`src/rtl/i2c_rx_pkg.sv`:
```
package i2c_rx_pkg;

    // One-cycle notifications produced by the receive byte path.
    typedef struct packed {
        logic near_full;
        logic done;
        logic lost;
        logic empty_read;
    } rx_evt_t;

endpackage

```
`src/rtl/i2c_rx_store.sv`:
```
module i2c_rx_store #(
    parameter int DEPTH  = 16,
    parameter int DATA_W = 8
) (
    input  logic                              clk,
    input  logic                              rst_n,
    input  logic                              flush,
    input  logic                              push,
    input  logic [DATA_W-1:0]                 wdata,
    input  logic                              pop,
    output logic [DATA_W-1:0]                 rdata,
    output logic [$clog2(DEPTH+1)-1:0]        level,
    output logic                              full,
    output logic                              empty
);
    localparam int PTR_W = (DEPTH > 1) ? $clog2(DEPTH) : 1;
    localparam int LVL_W = $clog2(DEPTH + 1);

    typedef struct packed {
        logic [DEPTH-1:0][DATA_W-1:0] mem;
        logic [PTR_W-1:0]             wr_ptr;
        logic [PTR_W-1:0]             rd_ptr;
        logic [LVL_W-1:0]             lvl;
    } store_t;

    store_t st_d, st_q;

    function automatic logic [PTR_W-1:0] ptr_inc(input logic [PTR_W-1:0] p);
        return (p == PTR_W'(DEPTH - 1)) ? '0 : p + 1'b1;
    endfunction

    always_comb begin
        st_d = st_q;
        if (flush) begin
            st_d.wr_ptr = '0;
            st_d.rd_ptr = '0;
            st_d.lvl    = '0;
        end else begin
            if (push) begin
                st_d.mem[st_q.wr_ptr] = wdata;
                st_d.wr_ptr           = ptr_inc(st_q.wr_ptr);
            end
            if (pop) begin
                st_d.rd_ptr = ptr_inc(st_q.rd_ptr);
            end
            st_d.lvl = st_q.lvl + LVL_W'(push) - LVL_W'(pop);
        end
    end

    always_ff @(posedge clk) begin
        if (!rst_n) begin
            st_q <= '0;
        end else begin
            st_q <= st_d;
        end
    end

    assign empty = (st_q.lvl == '0);
    assign full  = (st_q.lvl == LVL_W'(DEPTH));
    assign level = st_q.lvl;
    assign rdata = empty ? '0 : st_q.mem[st_q.rd_ptr];

endmodule

```
`src/rtl/i2c_rx_count.sv`:
```
module i2c_rx_count #(
    parameter int CNT_W = 8
) (
    input  logic             clk,
    input  logic             rst_n,
    input  logic             load,
    input  logic [CNT_W-1:0] load_val,
    input  logic             dec,
    output logic [CNT_W-1:0] remain,
    output logic             nonzero,
    output logic             at_last
);
    typedef struct packed {
        logic [CNT_W-1:0] cnt;
    } cnt_t;

    cnt_t c_d, c_q;

    always_comb begin
        c_d = c_q;
        if (load) begin
            c_d.cnt = load_val;
        end else if (dec && (c_q.cnt != '0)) begin
            c_d.cnt = c_q.cnt - 1'b1;
        end
    end

    always_ff @(posedge clk) begin
        if (!rst_n) begin
            c_q <= '0;
        end else begin
            c_q <= c_d;
        end
    end

    assign remain  = c_q.cnt;
    assign nonzero = (c_q.cnt != '0);
    assign at_last = (c_q.cnt == CNT_W'(1));

endmodule

```
`src/rtl/i2c_rx_events.sv`:
```
module i2c_rx_events
    import i2c_rx_pkg::*;
(
    input  logic    clk,
    input  logic    rst_n,
    input  rx_evt_t raise,
    output rx_evt_t evt
);
    typedef struct packed {
        rx_evt_t pulse;
    } evt_state_t;

    evt_state_t e_d, e_q;

    always_comb begin
        e_d       = e_q;
        e_d.pulse = raise;
    end

    always_ff @(posedge clk) begin
        if (!rst_n) begin
            e_q <= '0;
        end else begin
            e_q <= e_d;
        end
    end

    assign evt = e_q.pulse;

endmodule

```
`src/rtl/i2c_rx_byte_path.sv`:
```
module i2c_rx_byte_path
    import i2c_rx_pkg::*;
#(
    parameter int DEPTH       = 16,
    parameter int DATA_W      = 8,
    parameter int CNT_W       = 8,
    parameter int DATA_MARGIN = 2
) (
    input  logic              clk,
    input  logic              rst_n,
    input  logic              rx_strobe,
    input  logic [DATA_W-1:0] rx_byte,
    input  logic              size_we,
    input  logic [CNT_W-1:0]  size_wdata,
    input  logic              hold_en,
    input  logic              fifo_clr,
    input  logic              data_rd,
    output logic [DATA_W-1:0] rd_byte,
    output logic              rx_avail,
    output logic [CNT_W-1:0]  size_remain,
    output logic              ack_out,
    output logic              stall_req,
    output logic              ev_data,
    output logic              ev_comp,
    output logic              ev_rx_ovf,
    output logic              ev_rx_unf
);
    localparam int LVL_W     = $clog2(DEPTH + 1);
    localparam int DATA_MARK = DEPTH - DATA_MARGIN;

    logic [LVL_W-1:0] fifo_level;
    logic             fifo_full;
    logic             fifo_empty;
    logic             cnt_nz;
    logic             cnt_last;
    logic             take;
    logic             pop_ok;
    logic             push_ok;
    rx_evt_t          raise;
    rx_evt_t          evt;

    // A strobe only counts while a transfer is programmed; flush wins
    // over both store and pop in the same cycle.
    always_comb begin
        take    = rx_strobe && cnt_nz;
        pop_ok  = data_rd && !fifo_empty && !fifo_clr;
        push_ok = take && !fifo_clr && (!fifo_full || pop_ok);

        raise            = '0;
        raise.near_full  = push_ok && !pop_ok &&
                           (fifo_level == LVL_W'(DATA_MARK - 1));
        raise.done       = take && cnt_last && !size_we;
        raise.lost       = take && !fifo_clr && fifo_full && !pop_ok;
        raise.empty_read = data_rd && fifo_empty && !fifo_clr;
    end

    i2c_rx_store #(
        .DEPTH  (DEPTH),
        .DATA_W (DATA_W)
    ) u_store (
        .clk   (clk),
        .rst_n (rst_n),
        .flush (fifo_clr),
        .push  (push_ok),
        .wdata (rx_byte),
        .pop   (pop_ok),
        .rdata (rd_byte),
        .level (fifo_level),
        .full  (fifo_full),
        .empty (fifo_empty)
    );

    i2c_rx_count #(
        .CNT_W (CNT_W)
    ) u_count (
        .clk      (clk),
        .rst_n    (rst_n),
        .load     (size_we),
        .load_val (size_wdata),
        .dec      (take),
        .remain   (size_remain),
        .nonzero  (cnt_nz),
        .at_last  (cnt_last)
    );

    i2c_rx_events u_events (
        .clk   (clk),
        .rst_n (rst_n),
        .raise (raise),
        .evt   (evt)
    );

    assign rx_avail  = !fifo_empty;
    assign ack_out   = cnt_nz && !cnt_last;
    assign stall_req = hold_en && fifo_full && cnt_nz;
    assign ev_data   = evt.near_full;
    assign ev_comp   = evt.done;
    assign ev_rx_ovf = evt.lost;
    assign ev_rx_unf = evt.empty_read;

endmodule

```
`config.mk`:
```
export PLATFORM = sky130hd
export DESIGN_NAME = i2c_rx_byte_path
export DESIGN_NICKNAME = d
export VERILOG_FILES = /design/src/rtl/i2c_rx_pkg.sv /design/src/rtl/i2c_rx_store.sv /design/src/rtl/i2c_rx_count.sv /design/src/rtl/i2c_rx_events.sv /design/src/rtl/i2c_rx_byte_path.sv
export SDC_FILE = /design/constraint.sdc
export NUM_CORES = 1
export LEC_CHECK = 0
export ABC_AREA = 0
export BUFFER_PORTS_ARGS = -buffer_cell sky130_fd_sc_hd__buf_2
export CORE_ASPECT_RATIO = 1.1
export CORE_MARGIN = 1.5
export CORE_UTILIZATION = 42
export DETAILED_ROUTE_END_ITERATION = 16
export GPL_ROUTABILITY_DRIVEN = 0
export PLACE_DENSITY_LB_ADDON = 0.3
export SLEW_MARGIN = 20
export SYNTH_ARGS = -nofsm -noshare
export SYNTH_HDL_FRONTEND = slang
export SYNTH_SLANG_ARGS = --single-unit
export TNS_END_PERCENT = 100
```
`constraint.sdc`:
```
create_clock -name clk -period 4 [get_ports clk]
set_input_delay 0.6 -clock clk [delete_from_list [all_inputs] [get_ports clk]]
set_output_delay 0.6 -clock clk [all_outputs]
set_load 0.03 [all_outputs]
```
After elaboration in Yosys (flattened, before gate mapping)
Cells that the tools add are included.

Register bits after elaboration: 153. Latch bits: 0. Memory bits (writable): 0. Bits in read-only memories: 0. Input port bits: 23. Memories kept: 0.

Add/subtract/negate cells: 5. $mul: 0. Div/mod/pow operators: 0. Magnitude comparators: 3. Equal/unequal tests: 5. Shift-type cells: 0. Mux-type cells: 10. Bitwise operators: 2. Reduce and logical (&&, ||, !) cells: 30.

Operator list (number): 128-bit bitwise mux (1); 8-bit 2-to-1 mux (5); 8-bit binary-select mux with 4-bit select (1); 8-bit demux with 4-bit select (1); 1-bit logical AND (18); 4-bit by 5-bit less-than comparator with 1-bit output, second input constant (2); 4-bit by 1-bit adder with 4-bit output, second input constant (2); 4-bit equality test, second input constant (2); 8-bit by 1-bit equality test with 1-bit output, second input constant (1); 4-bit 2-to-1 mux (2); 8-bit nonzero test (1); 8-bit by 1-bit subtractor with 8-bit output, second input constant (1); 1-bit zero test (6); 5-bit by 1-bit adder with 5-bit output (1); 5-bit by 4-bit equality test with 1-bit output, second input constant (1); 5-bit equality test, second input constant (1); 5-bit zero test (1); 5-bit by 1-bit subtractor with 5-bit output (1); 4-bit by 1-bit >= comparator with 1-bit output, second input constant (1); 1-bit NOT (2); 2-bit AND reduction (1); 2-bit nonzero test (1); 2-bit OR reduction (1); 1-bit logical OR (1).

Depth between registers and ports, before layout
Word-level depth: 8. Mapped depth: 14. Depth with buffers taken out: 12.

Cells and area by module
From an unflattened synthesis, not the netlist that was laid out.

Cell total of the unflattened synthesis: 821. Area total of the unflattened synthesis: 7752.4 um^2.

By module, submodules not included: i2c_rx_store (instances 1, cells each 726, area an instance 6954.2 um^2, sequential area each 2822.7 um^2); i2c_rx_count (instances 1, cells each 72, area an instance 584.3 um^2, sequential area each 160.2 um^2); i2c_rx_byte_path (instances 1, cells each 15, area an instance 108.9 um^2, sequential area each 0.0 um^2); i2c_rx_events (instances 1, cells each 8, area an instance 105.1 um^2, sequential area each 80.1 um^2).

Worst setup path before layout
Ideal clock, no wire load.

Kind: register -> register. Start: register u_store.st_q, in the netlist u_store.level[3]. End: register u_store.st_q, in the netlist u_store.level[4]. Setup time: 71 ps. Data arrival time: 3049 ps. Required time: 3929 ps. Slack: 881 ps. Cell stages (with the launch flop): 15. Path buffers: 2. Clock period less this slack: 3119 ps. Cell sequence: dfxtp_1 inv_1 ha_1 or4b_1 clkbuf_1 and2_1 clkbuf_1 nand2_1 o21ai_0 ha_1 fa_1 a21oi_1 nor2_1 or3_1 a21oi_1.

Longest elaborated chain between the ends: 8. Elaborated cells on any way between the ends: 10. Those cells by class: add/sub (2); eq/ne (1); reduce/logical (7).

Ends and longest elaborated chain: start, declared (RTL line i2c_rx_store.sv:26) `store_t st_d, st_q;`; start signal, assigned (RTL line i2c_rx_store.sv:54) `st_q <= st_d;`; 5-bit zero test (*) (RTL line i2c_rx_store.sv:58) `assign empty = (st_q.lvl == '0);`; 1-bit zero test (*); named net rx_avail (RTL line i2c_rx_byte_path.sv:19) `output logic rx_avail,`; 1-bit logical AND (*) (2 in series) (RTL line i2c_rx_byte_path.sv:46) `pop_ok = data_rd && !fifo_empty && !fifo_clr;`; 1-bit logical OR (RTL line i2c_rx_byte_path.sv:47) `push_ok = take && !fifo_clr && (!fifo_full || pop_ok);`; 1-bit logical AND (RTL line i2c_rx_byte_path.sv:47); 5-bit by 1-bit adder with 5-bit output (RTL line i2c_rx_store.sv:46) `st_d.lvl = st_q.lvl + LVL_W'(push) - LVL_W'(pop);`; 5-bit by 1-bit subtractor with 5-bit output (*) (RTL line i2c_rx_store.sv:46).

The timed path passes the listed nets; every way through them passes the cells marked *. A chain may end at the register's enable or synchronous reset.

Worst setup path after layout
Start: register u_count.c_q, in the netlist u_count.remain[0]. End: register u_store.st_q, in the netlist u_store.level[4].

Longest elaborated chain between the ends: 6.

Ends and longest elaborated chain: start, declared (RTL line i2c_rx_count.sv:17) `cnt_t c_d, c_q;`; start signal, assigned (RTL line i2c_rx_count.sv:30) `c_q <= '0;`; start signal, assigned (RTL line i2c_rx_count.sv:32) `c_q <= c_d;`; 8-bit nonzero test (RTL line i2c_rx_count.sv:37) `assign nonzero = (c_q.cnt != '0);`; 1-bit logical AND (RTL line i2c_rx_byte_path.sv:45) `take = rx_strobe && cnt_nz;`; 1-bit logical AND (2 in series) (RTL line i2c_rx_byte_path.sv:47); 5-bit by 1-bit adder with 5-bit output (RTL line i2c_rx_store.sv:46); 5-bit by 1-bit subtractor with 5-bit output (RTL line i2c_rx_store.sv:46).

No other way between the ends.

==> summary.txt <==
Clocking
  – CTS Root Cell: clkbuf_16
  – Total CTS buffers: 17
  – H-tree levels: 4
  – Setup Fix Bufs, Post-CTS: 0
  – Clk buf depth: 2
  – Clock-pin slew reported for the worst setup and hold paths after clock tree synthesis: around 0.060 ns
  – CTS sink cnt: ~150
  – CTS tree: built
  – CTS Hold Bufs: 0
  – Worst-Skew Late Latency: 0.43 ns
  – Count of cells resized by post-cts repair: 0

Yosys
  – Cell taking the most area after synthesis: dfxtp_1
  – Top_reg_cell synth: dfxtp_1
  – Synth top area share: roughly 37%
  – Post-Syn Area: slightly above 8000 µm²
  – Unique masters post-synth: between 50 and 60
  – Syn Area/Cell: between 9 and 10 µm²
  – Syn. warnings: 0
  – Post-synth EDFFs: 0
  – Asr flop ratio synth: 0%
  – Cell count after synthesis: 877
  – Largest cells by area after synthesis: dfxtp_1, o31ai_1, nand4_1
  – Syn Nets: ~910
  – Number of synthesized register bits: ~150
  – Sequential fraction of the synthesis area: between 30 and 40%

Power and ir drop
  – Sequential share of power: between 40% and 50%
  – Lkg Pwr: about 0.0029 µW
  – Internal power: ~2900 µW
  – Combinational share of power: 13.1%
  – Max VDD drop: 304 µV
  – Sw Share: 26.7%
  – Total power: roughly 3900 µW
  – Switch Pwr: approximately 1000 µW
  – Cell Pwr Density: approximately 420 nW/µm²
  – Clock share of power: 46.6%

Timing
  – Clock Skew: just over 0.009 ns
  – Slew margin rel.: 35.8%
  – Max-slew violation count: 0
  – Final hold vios: 0
  – RSZ-0062 raised after global routing: false
  – Clock period minus worst slack: between 3 and 4 ns
  – Final setup violating endpoints: 0
  – Final WS setup: 0.783 ns
  – Fmax: ~0.31 GHz
  – Least-Margin Pin Slew: 0.961 ns
  – Final setup TNS: 0 ns
  – Final period utilization: between 80% and 90%

Route
  – DRC viols: 0
  – Iter 0 DRT Violations: 889
  – Vias per cell: roughly 6.6
  – Antenna-violating nets left: 0
  – Drt pass-1 iters: 5
  – Final WL: roughly 24000 µm
  – Routed WL per cell: between 20 and 25 µm
  – Via count: slightly above 7k

Place
  – DP Worst Slack: 0.783 ns
  – IO Port Bufs: 45
  – Placed cells: ~1.1k
  – Detailed placement HPWL: ~13000 µm

Critical path
  – Slowest CP cell: or3b_2
  – Critical path arrival: about 3.6 ns
  – Max stage delay on crit path: between 0.5 and 0.6 ns
  – CP required: around 4.4 ns
  – Startpoint Class: flop
  – Endpoint class of the critical path: flop
  – CP Class: flop to flop
  – R2R cell count: 11
  – CP Max Fanout: 7
  – Critical Path, Cell by Cell: inv_1 > ha_1 > or3b_2 > o21ai_1 > nor2_1 > ha_1 > fa_1 > a21oi_1 > nor2_1 > or3_1 > a21oi_1

Final layout
  – Area growth syn-to-layout: 11.0%
  – Layout cells sized above 1: 17.2%
  – ANT cells: 0
  – Number of non-filler instances in the completed layout: between 1k and 1.5k
  – Reg area: between 3000 and 4000 µm²
  – # nets final: just under 900
  – Multi-input combinational cell area: between 4000 and 5000 µm²
  – Filler cells: 1804
  – Final core utilization: 47.8%

GRT
  – First-pass GRT wire length: around 39000 µm
  – GRT overflow: 0
  – Initial antenna violation count: 0
  – Number of global-route vias before repair: about 7.2k
  – GR Util All Layers: between 20% and 30%
  – Largest net degree at the start of global routing: between 70 and 80

Floorplanning
  – Starting Density: a little over two fifths
  – IO Count: 46
  – Die area: between 20000 and 25000 µm²
  – Die Y: about 150 µm
  – Core Area: approximately 19000 µm²
  – Rows: between 50 and 60
  – Die Wd: 137 µm

Min path
  – Hold depth: 2
  – Hold Path Class: input pin to flop

Job
  – Max-cap violations: 0

Run status
  – Status: finished clean
==> per-layer routing <==
metal  global-route usage, %  wire length (µm)
met5                       0                 0
met4                    10.5               673
met3                    4.28              1270
met2                    40.7             11900
met1                    31.5             10400
==> cells in the final DEF, fill, tap and decap left out, types with 5 or more instances in the layout <==
cell and n:
mux4_2 32, a21oi_1 13, o22ai_1 8, nand2b_1 5
buf_2 44, mux2i_1 19, nor2_1 11, nand2_1 14
dfxtp_1 151, a21boi_0 50, and2_1 5, nand3_1 7
a21boi_1 80, buf_4 18, o31ai_1 129, nand4_1 130
inv_1 11, clkbuf_16 17, bufinv_16 5, o21ai_0 9
ha_1 13
==> path summary, 6_finish.rpt <==
kind	slack, ns	end	from
max	0.78	u_store.level[4]	u_count.remain[0]
min	0.39	u_count.remain[2]	size_wdata[2]
max reg2reg	0.78	u_store.level[4]	u_count.remain[0]
min reg2reg	0.47	u_store.st_q[22]	u_store.st_q[22]
==> layout make-up <==
type,count,area share (%)
flip-flops and latches,153,33.3
well taps,247,3.36
clock buffers,22,5.15
multi-input cells,581,50.8
clock inverters,10,2.05
repair buffers,67,4.85
inverters,11,0.449
==> cells in the mapped netlist, types with 11 or more instances <==
master    instances
buf_1            23
nand4_1         130
clkbuf_1         82
o31ai_1         129
mux4_2           32
nor2_1           12
dfxtp_1         153
a21boi_1         80
buf_2            19
a21oi_1          13
mux2i_1          19
nand2_1          14
inv_1            11
ha_1             13
a21boi_0         50
==> flip-flops by register name, indices dropped and copies added, names as in the netlist <==
register	flops
u_events.evt	4
u_store.level	5
u_count.remain	8
u_store.st_q	136
==> kinds of logic after synthesis <==
logic type               count (synthesis)  share of synthesized area, %
AO/OA/AOI/OAI                          308                          27.3
multiplexers                            52                          11.1
flip-flops                             153                          37.0
XOR/XNOR                                 7                         0.740
adder cells (fa/ha/maj)                 14                          2.20
buffers and inverters                  143                          7.13
AND/OR/NAND/NOR                        200                          14.5
==> critical path, delay by kind of cell, from the launching register on <==
family	cells	cell delay, ns
fa+ha+maj	3	0.85
buf+inv	1	0.08
compound gates	3	0.79
simple gates	4	1.06
flops	1	0.36
==> through the flow <==
stage	hold WS, ns	instance area [µm²]
detailed placement	0.458	8530
finish	0.389	9200
floorplan	0.444	8290
CTS	0.382	9190
global route	0.393	9200
global placement	0.452	8530
==> power by group through the flow <==
stage | sequential (µW) | clock [µW] | combinational, µW
2_1_floorplan | 1610 | 0 | 362
3_3_place_gp | 1600 | 0 | 505
3_5_place_dp | 1600 | 0 | 504
4_1_cts | 1570 | 1830 | 505
5_1_grt | 1570 | 1900 | 551
6_report | 1570 | 1820 | 511
No activity file was read; power rests on OpenSTA's default activity.
